### config.mk
export PLATFORM = sky130hd
export DESIGN_NAME = uart_rx_core
export DESIGN_NICKNAME = d
export VERILOG_FILES = /design/src/rtl/uart_rx_pkg.sv /design/src/rtl/uart_rx_sync.sv /design/src/rtl/uart_rx_frame.sv /design/src/rtl/uart_rx_hold.sv /design/src/rtl/uart_rx_core.sv
export SDC_FILE = /design/constraint.sdc
export NUM_CORES = 1
export LEC_CHECK = 0
export CAP_MARGIN = 20
export CORE_ASPECT_RATIO = 1.2
export CORE_UTILIZATION = 35
export CTS_CLUSTER_SIZE = 14
export DETAILED_ROUTE_END_ITERATION = 7
export HOLD_SLACK_MARGIN = 0.06
export PLACE_DENSITY = 0.59
export SYNTH_ARGS = -nofsm -noshare
export SYNTH_HDL_FRONTEND = slang
export SYNTH_SLANG_ARGS = --single-unit
export TNS_END_PERCENT = 5
### constraint.sdc
create_clock -name clk -period 2.4 [get_ports clk]
set_input_delay 0.48 -clock clk [delete_from_list [all_inputs] [get_ports clk]]
set_output_delay 0.48 -clock clk [all_outputs]
set_load 0.03 [all_outputs]
### src/rtl/uart_rx_pkg.sv
package uart_rx_pkg;

    localparam int DATA_W = 8;

    typedef enum logic [1:0] {
        LEN5 = 2'b00,
        LEN6 = 2'b01,
        LEN7 = 2'b10,
        LEN8 = 2'b11
    } char_len_e;

    typedef struct packed {
        char_len_e len;
        logic      par_en;
        logic      par_even;
        logic      stop_long;
    } line_cfg_t;

    typedef struct packed {
        logic parity;
        logic frame;
        logic brk;
    } char_err_t;

    typedef enum logic [2:0] {
        RX_IDLE,
        RX_START,
        RX_DATA,
        RX_PAR,
        RX_STOP,
        RX_GUARD
    } rx_state_e;

    // Index of the last data bit for a given length code (4..7).
    function automatic logic [2:0] last_bit_idx(input char_len_e len);
        return {1'b1, len};
    endfunction

    // True when data plus received parity bit disagree with the selected mode.
    function automatic logic parity_bad(input logic [DATA_W-1:0] d,
                                        input logic pbit,
                                        input logic even);
        logic sum;
        sum = ^d ^ pbit;
        return even ? sum : ~sum;
    endfunction

endpackage

### src/rtl/uart_rx_sync.sv
module uart_rx_sync #(
    parameter int STAGES = 2
) (
    input  logic clk,
    input  logic rst,
    input  logic din,
    output logic dout
);
    logic [STAGES-1:0] chain;

    generate
        for (genvar i = 0; i < STAGES; i++) begin : g_stage
            if (i == 0) begin : g_first
                always_ff @(posedge clk) begin
                    if (rst) chain[0] <= 1'b1;
                    else     chain[0] <= din;
                end
            end else begin : g_next
                always_ff @(posedge clk) begin
                    if (rst) chain[i] <= 1'b1;
                    else     chain[i] <= chain[i-1];
                end
            end
        end
    endgenerate

    assign dout = chain[STAGES-1];
endmodule

### src/rtl/uart_rx_frame.sv
module uart_rx_frame
    import uart_rx_pkg::*;
#(
    parameter int OSR = 16
) (
    input  logic                clk,
    input  logic                rst,
    input  logic                tick,
    input  logic                line,
    input  line_cfg_t           cfg,
    output logic                done,
    output logic [DATA_W-1:0]   char_q,
    output char_err_t           err_q
);
    localparam int CW  = $clog2(OSR);
    localparam int GW  = CW + 1;
    localparam int MID = OSR / 2;
    localparam logic [CW-1:0] MID_LAST = CW'(MID - 1);
    localparam logic [CW-1:0] BIT_LAST = CW'(OSR - 1);

    rx_state_e          state;
    logic [CW-1:0]      cnt;
    logic [GW-1:0]      guard;
    logic [2:0]         bit_idx;
    logic               prev;
    logic               all_low;
    logic               par_bit;
    logic [DATA_W-1:0]  shreg;
    logic [GW-1:0]      guard_load;

    // Extra stop time after the first stop sample: none, half or one bit.
    always_comb begin
        if (!cfg.stop_long)        guard_load = '0;
        else if (cfg.len == LEN5)  guard_load = GW'(MID);
        else                       guard_load = GW'(OSR);
    end

    always_ff @(posedge clk) begin
        if (rst) begin
            state   <= RX_IDLE;
            cnt     <= '0;
            guard   <= '0;
            bit_idx <= '0;
            prev    <= 1'b0;
            all_low <= 1'b0;
            par_bit <= 1'b0;
            shreg   <= '0;
            done    <= 1'b0;
            char_q  <= '0;
            err_q   <= '0;
        end else begin
            done <= 1'b0;
            if (tick) begin
                prev <= line;
                case (state)
                    RX_IDLE: begin
                        if (prev && !line) begin
                            state <= RX_START;
                            cnt   <= '0;
                        end
                    end
                    RX_START: begin
                        if (cnt == MID_LAST) begin
                            cnt <= '0;
                            if (!line) begin
                                state   <= RX_DATA;
                                bit_idx <= '0;
                                shreg   <= '0;
                                all_low <= 1'b1;
                            end else begin
                                state <= RX_IDLE;
                            end
                        end else begin
                            cnt <= cnt + 1'b1;
                        end
                    end
                    RX_DATA: begin
                        if (cnt == BIT_LAST) begin
                            cnt            <= '0;
                            shreg[bit_idx] <= line;
                            all_low        <= all_low & ~line;
                            if (bit_idx == last_bit_idx(cfg.len))
                                state <= cfg.par_en ? RX_PAR : RX_STOP;
                            else
                                bit_idx <= bit_idx + 1'b1;
                        end else begin
                            cnt <= cnt + 1'b1;
                        end
                    end
                    RX_PAR: begin
                        if (cnt == BIT_LAST) begin
                            cnt     <= '0;
                            par_bit <= line;
                            all_low <= all_low & ~line;
                            state   <= RX_STOP;
                        end else begin
                            cnt <= cnt + 1'b1;
                        end
                    end
                    RX_STOP: begin
                        if (cnt == BIT_LAST) begin
                            cnt          <= '0;
                            done         <= 1'b1;
                            char_q       <= shreg;
                            err_q.frame  <= ~line;
                            err_q.brk    <= all_low & ~line;
                            err_q.parity <= cfg.par_en &
                                            parity_bad(shreg, par_bit, cfg.par_even);
                            guard        <= guard_load;
                            state        <= (guard_load == '0) ? RX_IDLE : RX_GUARD;
                        end else begin
                            cnt <= cnt + 1'b1;
                        end
                    end
                    RX_GUARD: begin
                        guard <= guard - 1'b1;
                        if (guard == GW'(1)) state <= RX_IDLE;
                    end
                    default: state <= RX_IDLE;
                endcase
            end
        end
    end

    // a start that is high at its mid-point goes back to idle with no character.
    p_false_start_r2: assert property (@(posedge clk) disable iff (rst)
        (state == RX_START && tick && cnt == MID_LAST && line)
        |=> (state == RX_IDLE && !done));

    // a completed character is announced for a single cycle.
    p_done_single_r3: assert property (@(posedge clk) disable iff (rst)
        done |=> !done);

    // a break character carries a zero byte and a framing error.
    p_break_frame_r6: assert property (@(posedge clk) disable iff (rst)
        (done && err_q.brk) |-> (err_q.frame && char_q == '0));

    // the extra stop window always ends in idle.
    p_guard_end_r10: assert property (@(posedge clk) disable iff (rst)
        (state == RX_GUARD && tick && guard == GW'(1)) |=> state == RX_IDLE);

endmodule

### src/rtl/uart_rx_hold.sv
module uart_rx_hold
    import uart_rx_pkg::*;
(
    input  logic                clk,
    input  logic                rst,
    input  logic                done_in,
    input  logic [DATA_W-1:0]   char_in,
    input  char_err_t           err_in,
    input  logic                rd_data,
    input  logic                rd_status,
    output logic [DATA_W-1:0]   rx_data,
    output logic                data_ready,
    output logic                err_overrun,
    output logic                err_parity,
    output logic                err_frame,
    output logic                err_break
);
    logic lost;
    logic accept;

    assign lost   = done_in && data_ready && !rd_data;
    assign accept = done_in && !lost;

    always_ff @(posedge clk) begin
        if (rst) begin
            rx_data     <= '0;
            data_ready  <= 1'b0;
            err_overrun <= 1'b0;
            err_parity  <= 1'b0;
            err_frame   <= 1'b0;
            err_break   <= 1'b0;
        end else begin
            if (accept) rx_data <= char_in;
            if (done_in)      data_ready <= 1'b1;
            else if (rd_data) data_ready <= 1'b0;
            err_overrun <= (err_overrun && !rd_status) || lost;
            err_parity  <= (err_parity  && !rd_status) || (accept && err_in.parity);
            err_frame   <= (err_frame   && !rd_status) || (accept && err_in.frame);
            err_break   <= (err_break   && !rd_status) || (accept && err_in.brk);
        end
    end

    // an unread character survives a second arrival, which raises overrun.
    p_overrun_keep_r7: assert property (@(posedge clk) disable iff (rst)
        (data_ready && done_in && !rd_data)
        |=> (err_overrun && data_ready && $stable(rx_data)));

    // a data read with no arrival empties the holding register.
    p_read_clear_r8: assert property (@(posedge clk) disable iff (rst)
        (rd_data && !done_in) |=> !data_ready);

    // a status read with no arrival clears every error flag.
    p_status_clear_r9: assert property (@(posedge clk) disable iff (rst)
        (rd_status && !done_in)
        |=> !(err_overrun || err_parity || err_frame || err_break));

    // break never stands without a framing error.
    p_break_has_frame_r6: assert property (@(posedge clk) disable iff (rst)
        err_break |-> err_frame);

endmodule

### src/rtl/uart_rx_core.sv
module uart_rx_core
    import uart_rx_pkg::*;
#(
    parameter int OSR         = 16,
    parameter int SYNC_STAGES = 2
) (
    input  logic              clk,
    input  logic              rst,
    input  logic              rx_serial,
    input  logic              tick16,
    input  logic [1:0]        cfg_len,
    input  logic              cfg_par_en,
    input  logic              cfg_par_even,
    input  logic              cfg_stop_long,
    input  logic              rd_data,
    input  logic              rd_status,
    output logic [7:0]        rx_data,
    output logic              data_ready,
    output logic              err_overrun,
    output logic              err_parity,
    output logic              err_frame,
    output logic              err_break
);
    line_cfg_t          cfg;
    logic               line_s;
    logic               done;
    logic [DATA_W-1:0]  char_w;
    char_err_t          err_w;

    assign cfg.len       = char_len_e'(cfg_len);
    assign cfg.par_en    = cfg_par_en;
    assign cfg.par_even  = cfg_par_even;
    assign cfg.stop_long = cfg_stop_long;

    uart_rx_sync #(.STAGES(SYNC_STAGES)) u_sync (
        .clk  (clk),
        .rst  (rst),
        .din  (rx_serial),
        .dout (line_s)
    );

    uart_rx_frame #(.OSR(OSR)) u_frame (
        .clk    (clk),
        .rst    (rst),
        .tick   (tick16),
        .line   (line_s),
        .cfg    (cfg),
        .done   (done),
        .char_q (char_w),
        .err_q  (err_w)
    );

    uart_rx_hold u_hold (
        .clk         (clk),
        .rst         (rst),
        .done_in     (done),
        .char_in     (char_w),
        .err_in      (err_w),
        .rd_data     (rd_data),
        .rd_status   (rd_status),
        .rx_data     (rx_data),
        .data_ready  (data_ready),
        .err_overrun (err_overrun),
        .err_parity  (err_parity),
        .err_frame   (err_frame),
        .err_break   (err_break)
    );

endmodule

==> results of run 1 <==
## registers in the layout, summed over array words and instances (netlist names)
name,flops
u_frame.bit_idx,3
u_hold.rx_data,8
u_hold.data_ready,1
u_frame.all_low,1
u_hold.err_break,1
u_frame.done,1
u_hold.err_overrun,1
u_hold.err_frame,1
u_sync.chain,1
u_frame.prev,1
u_sync.dout,1
u_frame.char_q,8
u_frame.shreg,8
u_hold.err_parity,1
u_frame.guard,5
u_frame.state,3
u_frame.par_bit,1
u_frame.cnt,4
u_frame.err_q,3
## worst max-delay path: stages, from the launching register on
cell      delay [ns]
dfxtp_1         0.63
nand2b_1        0.32
a221oi_2        0.43
buf_4           0.25
nor3_1          0.09
o32ai_1         0.21
## through the flow
stage | setup WS (ns) | cells
floorplan | 0.7170 | 333
global route | 0.2395 | 442
CTS | 0.3892 | 442
finish | 0.3869 | 442
global placement | 0.2736 | 434
detailed placement | 0.2619 | 434
## routing by layer
layer	vias up	global-route usage, %
met5	-	0
met4	0	5.172
met1	1069	19.36
li1	1223	-
met2	37	24.65
met3	7	2.075
## power by group through the flow
stage          logic (µW)  registers [µW]  clock network [µW]
2_1_floorplan        52.0             905                   0
3_3_place_gp         83.2             909                   0
3_5_place_dp         84.1             909                   0
4_1_cts              84.4             888                 550
5_1_grt              92.5             889                 584
6_report             84.0             888                 526
## placed cells by master, fill, tap and decap left out, types with 2 or more instances in the layout
master,count
inv_1,10
o31ai_1,6
o22ai_1,3
a221o_1,2
buf_4,12
or3_1,6
nor2_1,18
o211a_1,2
a21o_1,2
nand3_1,3
nor2b_1,10
nand3b_1,2
o21ai_0,14
dfxtp_1,53
or4_1,5
nor3b_1,2
nand2b_1,8
mux2i_1,3
o311ai_0,9
clkbuf_8,5
clkdlybuf4s50_1,23
ha_1,4
xnor2_1,6
nor3_1,7
a221oi_1,2
a31oi_1,10
nand4_1,6
or2_2,2
nor4_1,2
nand2_1,49
and2_1,3
nor4b_1,3
xor2_1,5
a21oi_1,30
## final timing paths
kind	startpoint	endpoint	slack, ns	depth (start not counted)
worst max-delay path	u_frame.state[0]	u_frame.bit_idx[1]	0.39	5
worst min-delay path	u_sync.chain[0]	u_sync.dout	0.42	1
worst max register to register	u_frame.state[0]	u_frame.bit_idx[1]	0.39	5
worst min register to register	u_sync.chain[0]	u_sync.dout	0.42	1
## final cells by class
type	count	area, µm²
multi-input cells	243	1520
clock buffers	5	68.82
inverters	11	41.29
repair buffers	35	320.3
flip-flops and latches	53	1061
well taps	92	115.1
clock inverters	3	25.02
fillers	779	4512
## logic make-up (layout without fill, tap and decap cells)
family	after synthesis	count (layout)	share of synthesized area, %
and+or+nand+nor	133	133	25.65
AOI/OAI and AO/OA	91	91	22.20
DFF	53	53	38.42
buffers and inverters	37	54	6.525
xor gates and xnor gates	12	12	4.304
adders and majority gates	4	4	1.812
muxes	3	3	1.087
==> flow_summary_export.csv, run 1 <==
group,metric,value,unit
die,die_x,83.09,µm
die,die_area,0.008250,mm²
logic_synthesis,ys_ff_latch,53,
worst_hold_path,hp-class,"reg -> reg",
logic_synthesis,synth_nets,348,
grt,grt_pass1_vias,2154,
timing,rsz0062_at_grt,"false",
drt,drtIter0Drc,84,
drt,drc,0,
grt,grt_pass1_wl,10.14,mm
drt,final_antenna_net_count,0,
drt,viasPerCell,5.285,
worst_setup_path,worstSetupStartpointType,"flop",
worst_setup_path,worstPathRequired,2.62,ns
die,start_util,36.03,%
power_and_ir_drop,p_leak,0.001042,µW
power_and_ir_drop,p_total,1498,µW
power_and_ir_drop,clkPwrFrac,35.1,%
die,ios,24,
logic_synthesis,synth_enable_flop_cells,0,
die,placementRows,35,
worst_setup_path,worstSetupPathType,"reg -> reg",
drt,wire_per_inst,13.31,µm
power_and_ir_drop,p_int,1131,µW
drt,dr_wl_met2,2.715,mm
clocking,post_cts_buffers,0,
drt,finalWirelength,5.883,mm
logic_synthesis,syn_avg_cell_area,8.292,µm²
drt,wl_met1,2.930,mm
logic_synthesis,syn_area,0.002761,mm²
cells_and_area,n_antenna_cell,0,
clocking,clockRootBuffer,"clkbuf_8",
timing,clock-skew-final,0.002210,ns
drt,vias,2336,
cells_and_area,area_delta_synth_final,14.14,%
logic_synthesis,synth_area_leader_cell,"dfxtp_1",
timing,fmax,496.8,MHz
grt,grt_overflow,0,
clocking,clkTransAtPathRegs,0.10,ns
clocking,cts_tree,"yes",
logic_synthesis,synth_top_area_share,38.42,%
clocking,h-tree-depth,2,
worst_setup_path,cp-end-kind,"flop",
clocking,cts_sinks,53,
worst_setup_path,crit_fanout,14,
timing,fin_setup_tns,0,ns
die,die_h,99.30,µm
status,outcome,"completed",
logic_synthesis,ys.flop_type,"dfxtp_1",
placement,portBuffers,23,
placement,dp_hpwl,4.297,mm
timing,hold-worst-slack,0.4200,ns
logic_synthesis,ys.warnings.count,0,
logic_synthesis,synthTopCellsByArea,"dfxtp_1 38%, nand2_1 6.7%, a21oi_1 5.4%",
drt,wl_met3,143,µm
placement,place_area,0.003058,mm²
power_and_ir_drop,seqPwrFrac,59.3,%
cells_and_area,drive_gt1_share,8.571,%
grt,grt_usage,14.71,%
logic_synthesis,synthCells,333,
timing,finalHoldViolations,0,
power_and_ir_drop,p_per_area,475.3,mW/mm²
power_and_ir_drop,switching_share,24.53,%
cells_and_area,nNetsFinal,364,
clocking,cts-resized-gates,0,
logic_synthesis,synth_cell_types,56,
logic_synthesis,synthTopCellsByCount,"53 x dfxtp_1, 49 x nand2_1, 30 x a21oi_1",
clocking,insertion_delay,0.31,ns
drt,routed.top_layer,"met4",
die,core_area,0.007664,mm²
power_and_ir_drop,pwr-share-comb,5.6,%
flow_run,maxCapViolCount,0,
timing,setup_viol,0,
power_and_ir_drop,ir_drop,0.0002704,V
clocking,clock_path_buffers,2,
logic_synthesis,synthArstFlopShare,0,%
timing,worst_pin_slew,0.5455,ns
drt,dr.pass1.iters,4,
grt,antenna_found_initial,0,
timing,layout_min_cycle_time,2.013,ns
clocking,cts-hold-fix-buffers,0,
cells_and_area,stdcell_area,0.003152,mm²
timing,fin_crit_sh,83.88,%
grt,grt_start_max_net_pins,31,
timing,finalMaxSlewViolations,0,
worst_setup_path,critPathArrivalTime,2.24,ns
placement,routabilityCongestion,0.7975,
clocking,cts_buffers,5,
logic_synthesis,synth_sequential_area_ratio,38.42,%
cells_and_area,final_util,41.13,%
power_and_ir_drop,p_sw,367.5,µW
logic_synthesis,synth.most_common_cell,"dfxtp_1",
timing,max-slew-margin-rel,63.17,%
Note: power is estimated with default switching activity, not from simulation.
==> run 2, diff against run 1 <==
PLACE_DENSITY = 0.61   (was 0.59)
clock period = 1.7 ns   (was 2.4 ns; I/O delays follow)
==> run 2 against run 1 <==
Sequential share of layout area decreased by 4.4 points. Clock power increased by 42%. Count of clock-buffer cells in the layout unchanged. Fmax increased by 18%. Register-to-register slack got worse by 0.39 ns. Flip-flop and latch count unchanged. Highest routed layer unchanged. The run now ends with negative setup slack left.
==> flow_summary_export.csv, run 2 (synthesized netlist as in run 1, its figures left out) <==
group,metric,value,unit
status,outcome,"finished with violations",
status,violations,"negative setup slack",
worst_setup_path,critical-path-top-cell-by-count,"buf_12",
timing,rsz0062_at_grt,"true",
clocking,clkTransAtPathRegs,0.10,ns
worst_setup_path,path_cells,"buf_12, buf_12, a221o_1, or4_4, a21oi_2",
worst_setup_path,worstSetupStartpointType,"flop",
die,ios,24,
clocking,cts_buffers,5,
worst_hold_path,min_from,"u_sync.chain[0]",
grt,grt_overflow,0,
worst_setup_path,rrSetupSlack,-0.004,ns
placement,routabilityCongestion,0.8204,
cells_and_area,nNetsFinal,401,
grt,grt_pass1_vias,2363,
worst_setup_path,crit-reg2reg-launch,"u_frame.state[2]",
worst_setup_path,worstSetupPathType,"reg -> reg",
placement,place_area,0.003303,mm²
drt,drc,0,
timing,hold-worst-slack,0.4234,ns
worst_setup_path,path_buf_inv,2,
timing,fin_crit_sh,100.2,%
grt,grt_pass1_wl,11.00,mm
drt,viasPerCell,5.342,
timing,max-slew-margin-rel,69.82,%
worst_hold_path,hold_end,"u_sync.dout",
die,die_area,0.008250,mm²
drt,drtIter0Drc,97,
cells_and_area,drive_gt1_share,25.84,%
grt,grt_usage,16.07,%
drt,vias,2559,
timing,finalMaxSlewViolations,0,
worst_setup_path,critical-path-top-delay-family,"simple AND/OR/NAND/NOR gates",
timing,worst_pin_slew,0.4470,ns
clocking,cts_sinks,53,
power_and_ir_drop,p_leak,0.001461,µW
worst_setup_path,path_depth,5,
worst_hold_path,hold_depth,1,
worst_setup_path,critPathArrivalTime,1.95,ns
timing,setup_viol,1,
grt,grt_start_max_net_pins,23,
timing,clock-skew-final,0.003838,ns
worst_setup_path,crit_fanout,9,
drt,dr.pass1.iters,4,
worst_setup_path,reg2reg_to,"u_frame.state[0]",
power_and_ir_drop,p_total,2148,µW
clocking,insertion_delay,0.31,ns
clocking,cts_tree,"yes",
clocking,clockRootBuffer,"clkbuf_8",
cells_and_area,area_delta_synth_final,33.53,%
power_and_ir_drop,ir_drop,0.0004441,V
drt,wire_per_inst,13.70,µm
placement,dp_hpwl,4.691,mm
drt,finalWirelength,6.564,mm
die,die_h,99.30,µm
worst_setup_path,cp-end-kind,"flop",
cells_and_area,stdcell_area,0.003687,mm²
worst_hold_path,hp-class,"reg -> reg",
die,die_x,83.09,µm
timing,layout_min_cycle_time,1.704,ns
timing,fmax,586.8,MHz
timing,setup_slack,-0.004041,ns
worst_setup_path,worstPathRequired,1.95,ns
die,start_util,36.03,%
worst_setup_path,cp_slowest_cell,"or4_4",
cells_and_area,final_common_cell,"nand2_1",
die,placementRows,35,
power_and_ir_drop,p_per_area,582.5,mW/mm²
cells_and_area,final_cell_mix,"46 x nand2_1, 45 x dfxtp_1, 44 x buf_4",
clocking,h-tree-depth,2,
worst_setup_path,crit_path_max_incr_delay,0.52,ns
drt,final_antenna_net_count,0,
flow_run,maxCapViolCount,0,
timing,finalHoldViolations,0,
worst_setup_path,r2r_cells,5,
cells_and_area,reg.largest.list,"u_frame.char_q: 8 flops, u_frame.shreg: 8 flops, u_hold.rx_data: 8 flops",
cells_and_area,n_antenna_cell,0,
clocking,clock_path_buffers,2,
die,core_area,0.007664,mm²
placement,portBuffers,23,
grt,antenna_found_initial,0,
run 2: cell count changes in the layout (fill, tap and decap cells not counted), moves of 3 or more:
cell and change:
nand2_1 -3, buf_4 +32, dlymetal6s2s_1 +12, dfxtp_1 -8, nand2_2 +3, buf_12 +3, dfxtp_4 +3, dfxtp_2 +5
ha_1 -3, clkdlybuf4s50_1 -12
run 2: worst max path at each step:
stage / from / endpoint / slack, ns
after CTS: u_frame.cnt[3] / u_frame.bit_idx[2] / 0.006
after detailed placement: tick16 / u_frame.state[0] / -0.30
after global routing: u_frame.guard[0] / u_frame.guard[4] / -0.06
after floorplan: u_frame.cnt[0] / u_frame.bit_idx[2] / 0.02
final: u_frame.state[2] / u_frame.state[0] / -0.004
after global placement: tick16 / u_frame.state[0] / -0.28
run 2: per-layer routing:
metal  vias up  global-route usage [%]  wire [µm]
li1       1299                       -          -
met1      1202                   21.02       3120
met2        46                   27.49       3157
met3        12                   1.992        146
met4         0                   5.305        139
met5         -                       0          0
run 2: repair_timing:
item                                    4_1_cts  5_1_grt
endpoints found under the setup margin       16       28
buffers inserted                              0        6
hold buffers                                  0        0
pin swaps                                     3       11
resized for setup                            15       49
run 2: power breakdown:
part / total (µW) / internal, µW / switching (µW)
sequential: 1250 / 1240 / 5.01
clock: 747 / 298 / 448
combinational: 154 / 74.8 / 79.3
total: 2150 / 1620 / 533
run 2: layout make-up:
class                           count  area (µm²)
Timing Repair Buffer               72       673.1
Clock buffer                        5       68.82
Inverter                           11       41.29
Multi-Input combinational cell    243        1685
Tap cell                           92       115.1
Fill cell                         738        3976
Clock inverter                      3       25.02
Sequential cell                    53        1079
run 2: stage by stage:
step | instances | worst slack (ns) | setup TNS (ns) | util [%]
after floorplan | 333 | 0.01700 | 0 | -
after global placement | 465 | -0.2823 | -6.007 | 43.10
after detailed placement | 465 | -0.2962 | -6.865 | 43.10
after CTS | 473 | 0.006316 | 0 | 45.24
after global routing | 479 | -0.05950 | -0.4973 | 48.11
final | 479 | -0.004041 | -0.004041 | 48.11
==> run 3, diff against run 2 <==
--- a/config.mk
+++ b/config.mk
@@ -6,5 +6,4 @@
 export NUM_CORES = 1
 export LEC_CHECK = 0
-export CAP_MARGIN = 20
 export CORE_ASPECT_RATIO = 1.2
 export CORE_UTILIZATION = 35
==> constraint.sdc (replaced) <==
create_clock -name clk -period 1.7 [get_ports clk]
set_input_delay 0.425 -clock clk [delete_from_list [all_inputs] [get_ports clk]]
set_output_delay 0.425 -clock clk [all_outputs]
set_load 0.03 [all_outputs]
==> run 3 against run 2 <==
The run now ends clean. Final cell count rose by 0.21%. First-iteration DRC count rose by 10%. Cell area fell by 2.1%. Routed wire length fell by 4.0%. Setup slack improved by 0.0067 ns. Critical path depth did not move. Register-to-register slack barely moved. Sequential share of layout area rose by 0.56 points. Sequential power barely moved. Flip-flop and latch count did not move. Non-clock buffer count rose by 1. Count of clock-buffer cells in the layout did not move.
==> flow_summary_export.csv, run 3 (synthesized netlist as in run 1, its figures left out) <==
group,metric,value,unit
die,die_h,99.30,µm
cells_and_area,fill_cells,768,
power_and_ir_drop,p_sw,527.4,µW
power_and_ir_drop,p_per_area,593.0,mW/mm²
placement,routabilityCongestion,0.8203,
clocking,clock_path_buffers,2,
timing,hold-worst-slack,0.4181,ns
power_and_ir_drop,clkPwrFrac,34.7,%
drt,dr.pass1.iters,5,
grt,grt_usage,15.81,%
timing,max-slew-margin-rel,68.72,%
worst_setup_path,crit_fanout,10,
drt,wire_per_inst,13.12,µm
power_and_ir_drop,seqPwrFrac,58.3,%
worst_hold_path,hp-class,"reg -> reg",
worst_setup_path,worstSetupStartpointType,"flop",
clocking,cts-hold-fix-buffers,0,
grt,grt_overflow,0,
timing,fin_crit_sh,99.85,%
placement,dp_hpwl,4.665,mm
clocking,h-tree-depth,2,
clocking,cts_sinks,53,
timing,setup_viol,0,
die,placementRows,35,
clocking,insertion_delay,0.31,ns
worst_setup_path,rrSetupSlack,0.003,ns
timing,fin_setup_tns,0,ns
die,die_area,0.008250,mm²
timing,finalHoldViolations,0,
worst_hold_path,min_from,"u_sync.chain[0]",
timing,fmax,589.1,MHz
worst_setup_path,critPathArrivalTime,1.94,ns
cells_and_area,final_common_cell,"nand2_1",
power_and_ir_drop,p_leak,0.001344,µW
worst_setup_path,cp-end-kind,"flop",
worst_hold_path,hold_end,"u_sync.dout",
worst_setup_path,worstPathRequired,1.94,ns
placement,portBuffers,23,
die,die_x,83.09,µm
timing,clock-skew-final,0.004180,ns
cells_and_area,n_antenna_cell,0,
die,start_util,36.03,%
cells_and_area,nNetsFinal,402,
drt,finalWirelength,6.299,mm
clocking,clkTransAtPathRegs,0.10,ns
cells_and_area,final_cell_mix,"49 x nand2_1, 46 x buf_4, 45 x dfxtp_1",
timing,layout_min_cycle_time,1.697,ns
cells_and_area,reg.largest.list,"u_frame.char_q: 8 flops, u_frame.shreg: 8 flops, u_hold.rx_data: 8 flops",
timing,finalMaxSlewViolations,0,
clocking,cts_buffers,5,
drt,vias,2521,
timing,worst_pin_slew,0.4633,ns
worst_setup_path,crit-reg2reg-launch,"u_frame.state[2]",
power_and_ir_drop,switching_share,24.64,%
grt,grt_pass1_wl,10.90,mm
power_and_ir_drop,pwr-share-comb,7.0,%
worst_setup_path,r2r_cells,5,
worst_hold_path,hold_depth,1,
drt,drc,0,
power_and_ir_drop,ir_drop,0.0003374,V
worst_setup_path,worstSetupPathType,"reg -> reg",
grt,grt_pass1_vias,2327,
die,ios,24,
grt,antenna_found_initial,0,
clocking,clockRootBuffer,"clkbuf_8",
flow_run,maxCapViolCount,0,
grt,grt_start_max_net_pins,23,
power_and_ir_drop,p_int,1613,µW
drt,drtIter0Drc,107,
cells_and_area,area_delta_synth_final,30.72,%
clocking,cts_tree,"yes",
drt,final_antenna_net_count,0,
status,outcome,"completed",
worst_setup_path,reg2reg_to,"u_frame.state[0]",
drt,viasPerCell,5.252,
die,core_area,0.007664,mm²
cells_and_area,drive_gt1_share,24.23,%
timing,rsz0062_at_grt,"true",
==> run 3: cell types whose count changed in the layout (fill, tap and decap cells not counted), sizes merged <==
cell / previous run / this run
dlygate4sd2: 0 / 16
dlymetal6s2s: 12 / 2
clkdlybuf4s50: 11 / 5
buf: 49 / 50
==> run 3: worst max-delay path by stage <==
stage | start | end
4_1_cts | u_frame.cnt[0] | u_frame.bit_idx[1]
2_1_floorplan | u_frame.cnt[0] | u_frame.bit_idx[2]
3_3_place_gp | tick16 | u_frame.state[0]
5_1_grt | u_frame.cnt[1] | u_frame.err_q[2]
6_report | u_frame.state[2] | u_frame.state[0]
3_5_place_dp | tick16 | u_frame.state[0]
==> run 3: power groups by stage <==
stage / clock, µW / sequential, µW / combinational [µW]
global placement: 0 / 1280 / 143
global route: 811 / 1250 / 164
floorplan: 0 / 1280 / 73.4
finish: 743 / 1250 / 149
detailed placement: 0 / 1280 / 143
CTS: 769 / 1250 / 142
==> run 3: layout make-up <==
cell class,instances,area (µm²),area share (%)
clock inverters,3,25.02,0.6932
repair buffers,73,623.1,17.26
well taps,92,115.1,3.189
inverters,11,41.29,1.144
clock buffers,5,68.82,1.906
flip-flops and latches,53,1076,29.81
multi-input cells,243,1660,46.00
==> run 3: through the flow <==
| stage | area [µm²] | std cells | total power (µW) | util (%) | setup slack, ns |
|---|---|---|---|---|---|
| after floorplan | 2761 | 333 | 1350 | - | 0.01700 |
| after global placement | 3303 | 465 | 1422 | 43.10 | -0.3674 |
| after detailed placement | 3303 | 465 | 1423 | 43.10 | -0.3882 |
| after CTS | 3410 | 473 | 2162 | 44.49 | -0.05404 |
| after global routing | 3610 | 480 | 2225 | 47.10 | -0.05232 |
| final | 3610 | 480 | 2141 | 47.10 | 0.002611 |
==> run 3: critical path, cell delays in order, from the launching register on <==
cell	delay (ns)
dfxtp_4	0.39
buf_12	0.14
nand2b_4	0.12
a221o_1	0.33
or4_4	0.52
a21oi_2	0.14
==> run 3: what timing repair did <==
item	in CTS	in global routing
gates resized for setup	25	35
setup endpoints to repair	32	29
buffers inserted	0	7
pin swaps	3	10
==> run 3: layer usage <==
layer,GRT usage [%],vias up,wire length [µm]
met5,0,-,0
met2,26.80,36,3050
met1,21.32,1172,3046
met4,4.377,0,71
met3,1.743,6,130
li1,-,1307,-
